===== src/rtl/tcmp_pkg.sv =====
package tcmp_pkg;
  localparam int TICK_W_DEF = 63;

  typedef enum logic [1:0] {
    SEL_SUP  = 2'd0,
    SEL_HYP  = 2'd1,
    SEL_PEND = 2'd2,
    SEL_NONE = 2'd3
  } tcmp_sel_e;

  // a compare word resets disabled: top bit set, value zero
  function automatic logic [TICK_W_DEF:0] reset_word();
    return {1'b1, {TICK_W_DEF{1'b0}}};
  endfunction
endpackage


===== src/rtl/tcmp_channel.sv =====
module tcmp_channel #(
  parameter int TICK_W = 63,
  parameter bit GATE_ON_HALT = 1'b0,
  localparam int CMP_W = TICK_W + 1
) (
  input  logic              clk,
  input  logic              rst_n,
  input  logic [TICK_W-1:0] tick,
  input  logic              halted,
  input  logic              wr_en,
  input  logic [CMP_W-1:0]  wr_data,
  output logic [CMP_W-1:0]  cmp_q,
  output logic              fire,
  output logic              match_q
);
  function automatic logic low_hit(logic [CMP_W-1:0] c, logic [TICK_W-1:0] t);
    return c[TICK_W-1:0] == t;
  endfunction

  logic eq_now;
  logic prev_eq;
  logic muted;

  assign eq_now = low_hit(cmp_q, tick);
  assign muted  = GATE_ON_HALT ? halted : 1'b0;
  assign fire   = eq_now & ~prev_eq & ~cmp_q[TICK_W] & ~muted;

  always_ff @(posedge clk) begin
    if (!rst_n) begin
      cmp_q   <= {1'b1, {TICK_W{1'b0}}};
      prev_eq <= 1'b0;
      match_q <= 1'b0;
    end else begin
      if (wr_en) cmp_q <= wr_data;
      // a rewrite counts as "already equal" when it lands on the present count
      prev_eq <= wr_en ? low_hit(wr_data, tick) : eq_now;
      match_q <= fire;
    end
  end

  p_disable_r3: assert property (@(posedge clk) disable iff (!rst_n)
    cmp_q[TICK_W] |=> !match_q);

  p_one_pulse_r9: assert property (@(posedge clk) disable iff (!rst_n)
    match_q |=> !match_q);

  p_on_equal_r2: assert property (@(posedge clk) disable iff (!rst_n)
    match_q |-> ($past(cmp_q[TICK_W-1:0]) == $past(tick)));

  generate
    if (GATE_ON_HALT) begin : g_halt_chk
      p_halt_mute_r6: assert property (@(posedge clk) disable iff (!rst_n)
        halted |=> !match_q);
    end
  endgenerate
endmodule


===== src/rtl/tcmp_hpend.sv =====
module tcmp_hpend #(
  parameter int CMP_W = 64
) (
  input  logic             clk,
  input  logic             rst_n,
  input  logic             set_i,
  input  logic             wr_en,
  input  logic [CMP_W-1:0] wr_data,
  output logic             pend_q
);
  always_ff @(posedge clk) begin
    if (!rst_n)       pend_q <= 1'b0;
    else if (set_i)   pend_q <= 1'b1;
    else if (wr_en)   pend_q <= |wr_data;
  end

  p_pend_set_r5: assert property (@(posedge clk) disable iff (!rst_n)
    set_i |=> pend_q);

  p_pend_write_r7: assert property (@(posedge clk) disable iff (!rst_n)
    (wr_en && !set_i) |=> (pend_q == $past(wr_data != '0)));
endmodule


===== src/rtl/tcmp_top.sv =====
module tcmp_top #(
  parameter int TICK_W = tcmp_pkg::TICK_W_DEF,
  localparam int CMP_W = TICK_W + 1,
  localparam int NCH = 2
) (
  input  logic              clk,
  input  logic              rst_n,
  input  logic [TICK_W-1:0] tick_count,
  input  logic              strand_halted,
  input  logic              wr_en,
  input  logic [1:0]        wr_sel,
  input  logic [CMP_W-1:0]  wr_data,
  input  logic [1:0]        rd_sel,
  output logic [CMP_W-1:0]  rd_data,
  output logic              soft_tick_set,
  output logic              hyp_match,
  output logic              hyp_irq
);
  import tcmp_pkg::*;

  logic [CMP_W-1:0] cmp_q   [NCH];
  logic             fire    [NCH];
  logic             match_q [NCH];
  logic             pend_q;
  logic             pend_wr;

  // channel 0 is supervisor, channel 1 is hypervisor (halt-gated)
  genvar gi;
  generate
    for (gi = 0; gi < NCH; gi++) begin : g_ch
      tcmp_channel #(
        .TICK_W      (TICK_W),
        .GATE_ON_HALT(gi == 1)
      ) u_ch (
        .clk    (clk),
        .rst_n  (rst_n),
        .tick   (tick_count),
        .halted (strand_halted),
        .wr_en  (wr_en && (wr_sel == 2'(gi))),
        .wr_data(wr_data),
        .cmp_q  (cmp_q[gi]),
        .fire   (fire[gi]),
        .match_q(match_q[gi])
      );
    end
  endgenerate

  assign pend_wr = wr_en && (wr_sel == SEL_PEND);

  tcmp_hpend #(.CMP_W(CMP_W)) u_pend (
    .clk    (clk),
    .rst_n  (rst_n),
    .set_i  (fire[1]),
    .wr_en  (pend_wr),
    .wr_data(wr_data),
    .pend_q (pend_q)
  );

  always_comb begin
    case (tcmp_sel_e'(rd_sel))
      SEL_SUP:  rd_data = cmp_q[0];
      SEL_HYP:  rd_data = cmp_q[1];
      SEL_PEND: rd_data = {{(CMP_W-1){1'b0}}, pend_q};
      default:  rd_data = '0;
    endcase
  end

  assign soft_tick_set = match_q[0];
  assign hyp_match     = match_q[1];
  assign hyp_irq       = pend_q;
endmodule


===== config.mk =====
export PLATFORM = sky130hd
export DESIGN_NAME = tcmp_top
export DESIGN_NICKNAME = d
export VERILOG_FILES = /design/src/rtl/tcmp_pkg.sv /design/src/rtl/tcmp_channel.sv /design/src/rtl/tcmp_hpend.sv /design/src/rtl/tcmp_top.sv
export SDC_FILE = /design/constraint.sdc
export NUM_CORES = 1
export LEC_CHECK = 0
export BUFFER_PORTS_ARGS = -buffer_cell sky130_fd_sc_hd__buf_2
export CAP_MARGIN = 5
export CORE_MARGIN = 4
export CORE_UTILIZATION = 30
export DETAILED_ROUTE_END_ITERATION = 8
export PLACE_DENSITY_LB_ADDON = 0.05
export RECOVER_POWER = 50
export SETUP_SLACK_MARGIN = 0.2
export SYNTH_ARGS = -nofsm -noshare
export SYNTH_HDL_FRONTEND = slang
export SYNTH_SLANG_ARGS = --single-unit

===== constraint.sdc =====
create_clock -name clk -period 1.39 [get_ports clk]
set_input_delay 0.0695 -clock clk [delete_from_list [all_inputs] [get_ports clk]]
set_output_delay 0.0695 -clock clk [all_outputs]
set_load 0.005 [all_outputs]

==> run_results.csv <==
group,metric,value,unit
timing,period_share,130,%
die,start_util,30.6,%
worst_setup_path,arrival,2140,ps
timing,post-route-min-period,1800,ps
yosys,synth_top_family_by_area,"simple AND/OR/NAND/NOR gates",
die,boundaryPins,202,
clock_tree,clk-insertion-delay-late,420,ps
timing,worstMarginPinSlew,954,ps
yosys,synth.area.mux_share,8.01,%
placed_design,place_congestion,0.923,
routing,vias,8671,
yosys,dominantRegCellSynth,"dfxtp_1",
worst_setup_path,r2r_end,"g_ch[1].u_ch.prev_eq",
yosys,synth_top_area_share,33.3,%
routing,wire_per_inst,21.2,µm
hold_path,hp-start,"wr_data[3]",
grt,antenna_found_initial,3,
worst_setup_path,max_stage_delay,340,ps
grt,grt.overflow.total,0,
layout,nNetsFinal,1587,
clock_tree,numCtsBuffers,17,
worst_setup_path,cp-start-kind,"register",
die,num_rows,59,
hold_path,whs_path_depth,4,
placed_design,hpwlAfterDp,29.3,mm
timing,hold_violations,0,
die,die_h,171,µm
pwr,vdd.ir_drop.worst,0.567,mV
worst_setup_path,path_max_fanout,2,
run_status,outcome,"finished with violations",
grt,grt_usage,25.6,%
die,core,26100,µm²
grt,grt_max_degree,73,
yosys,avgSynthCellArea,8.05,µm²
yosys,synth-seq-area-share,33.3,%
yosys,syn_nets,1129,
placed_design,io_buffers,201,
worst_setup_path,critPathCaptureType,"register",
timing,clock.fmax,554,MHz
worst_setup_path,crit_path_frequent_cell,"nand4_1",
timing,fin_skew,12.1,ps
layout,drive_above_1_share,47.4,%
timing,setup_violations,5,
worst_setup_path,worst-path-buf-inv,0,
run_status,violations,"setup timing",
worst_setup_path,worstSetupPathType,"register to register",
yosys,synth_seq_cells,133,
timing,rsz0062_at_grt,"yes",
yosys,synth_xor_area_share,20.7,%
routing,firstDrtPassIters,5,
clock_tree,cts_sinks,133,
worst_setup_path,required,1730,ps
yosys,synth_top_area_cell,"dfxtp_1",
yosys,syn-cell-area,8000,µm²
clock_tree,clk_pin_slew,60,ps
yosys,yosys.area_share.simple,23.0,%
hold_path,min_to,"g_ch[1].u_ch.cmp_q[3]",
pwr,powerDensity,865,nW/µm²
yosys,synth.area.top_cells,"dfxtp_1 (33%), xor2_1 (14%), nand2_1 (12%)",
hold_path,hp-class,"input pin to register",
worst_setup_path,r2r_cells,6,
pwr,total_power,11.5,mW
clock_tree,tritoncts,"built",
yosys,synth.most_common_cell,"nand2_1",
worst_setup_path,worstPathCellList,"xnor2_4, nand4_1, nor4_1, nand4_1, nand2b_1, a21boi_1",
clock_tree,max-clock-path-buffers,2,
yosys,ys_types,26,
routing,drt-initial-drc-count,511,
routing,avgViaCountPerCell,4.81,
timing,setup-tns-final,-1750,ps
die,dieWidth,171,µm
worst_setup_path,r2r_slack,-410,ps
layout,syn_to_final_growth,66.3,%
worst_setup_path,r2r-start,"g_ch[1].u_ch.cmp_q[20]",
yosys,synth_commonest_cells,"nand2_1 (262), dfxtp_1 (133), a21boi_0 (128), xor2_1 (126), nor2_1 (65)",
flow_run,cap_violations,0,
clock_tree,h-tree-depth,4,
yosys,synth_edf_count,0,
die,die-area,29300,µm²
grt,grt_pass1_wl,55.2,mm
pwr,p_leak,5.70,nW
yosys,netlist_instances,994,
yosys,synthAdderAreaFrac,0,%
yosys,ys_warn_count,0,
grt,grt_pass1_vias,8603,
timing,fin_ws,-414,ps
yosys,async_reset_ff_share,0,%
clock_tree,ctsRootBufferMaster,"clkbuf_16",
routing,final_antenna_net_count,0,
timing,drv_slew,0,
worst_setup_path,slowest_stage,"dfxtp_2",
routing,post-route-drc-count,0,
timing,timing.slew.headroom,36.4,%
routing,wl,38.2,mm
yosys,synth_compound_area_share,12.3,%
worst_setup_path,critPathTopFamily,"simple AND/OR/NAND/NOR gates",
==> metal layers <==
layer | vias to the layer above | GRT usage, % | wire length, µm
li1 | 4277 | - | -
met1 | 4065 | 35.1 | 17200
met2 | 280 | 40.0 | 17100
met3 | 49 | 5.24 | 2650
met4 | 0 | 9.13 | 1220
met5 | - | 0 | 0
==> state kept, by name, summed over array words and instances (netlist names) <==
register and cells:
g_ch.u_ch.match_q 2, g_ch.u_ch.prev_eq 2, g_ch.u_ch.cmp_q 128, u_pend.pend_q 1
==> per-stage QoR <==
stage               instance area, µm²  worst slack [ps]  util [%]  std cells  hold slack, ps
floorplan                         8080              37.0         -        994             193
global placement                 11500              -936      43.9       1740             364
detailed placement               11500              -963      43.9       1740             372
CTS                              13000              -346      49.8       1789            12.5
global route                     13300              -445      50.9       1799            48.1
finish                           13300              -414      50.9       1802            42.2
==> timing repair <==
item                                   CTS  global route
pin swaps                               62            46
setup buffers                            4            10
endpoints found under the hold margin   28             0
hold buffers                            14             0
setup endpoints to repair               69            69
gates cloned                             0             0
gates resized for setup                227            48
==> power breakdown <==
part           internal (mW)  switching, mW  total [mW]
combinational           1.21           1.35        2.56
sequential              3.96          0.116        4.08
clock                   3.04           1.82        4.86
==> cells in the final DEF, fill, tap and decap left out, types with 38 or more instances in the layout <==
master    synthesis  final
nand2_1         262    262
buf_2             5    200
xor2_1          126    124
xnor2_1          63     52
buf_6             0    111
a21boi_0        128    126
nor2_1           65     61
dfxtp_2           0    121
nor4_1           49     38
buf_4             0    152
==> worst max path at each step <==
stage,start,endpoint,slack (ps),depth (start not counted)
6_report,g_ch[1].u_ch.cmp_q[20],g_ch[1].u_ch.prev_eq,-410,6
5_1_grt,g_ch[1].u_ch.cmp_q[19],g_ch[1].u_ch.match_q,-440,6
4_1_cts,g_ch[1].u_ch.cmp_q[19],g_ch[1].u_ch.match_q,-350,6
3_5_place_dp,wr_data[60],u_pend.pend_q,-960,7
3_3_place_gp,wr_data[60],u_pend.pend_q,-940,7
2_1_floorplan,g_ch[0].u_ch.cmp_q[50],g_ch[0].u_ch.prev_eq,40,6
==> cell families (layout without fill, tap and decap cells) <==
| kind of cell | count (synthesis) | after routing |
|---|---|---|
| XOR/XNOR | 189 | 189 |
| AND/OR/NAND/NOR | 421 | 421 |
| AO/OA/AOI/OAI | 131 | 131 |
| multiplexers | 64 | 64 |
| buffers and inverters | 56 | 526 |
| other | 0 | 3 |
| flip-flops | 133 | 133 |
==> worst min-delay path, stage by stage <==
cell      delay [ps]
buf_2            110
buf_4            130
nand2_1           50
a21boi_0          60
==> final cells by class <==
| cell class | count | area, µm² |
|---|---|---|
| Fill cell | 2589 | 12800 |
| Clock buffer | 19 | 443 |
| Timing Repair Buffer | 495 | 3820 |
| Multi-Input combinational cell | 805 | 5610 |
| Antenna cell | 3 | 7.51 |
| Tap cell | 335 | 419 |
| Clock inverter | 12 | 180 |
| Sequential cell | 133 | 2820 |
No activity file was read; power rests on OpenSTA's default activity.
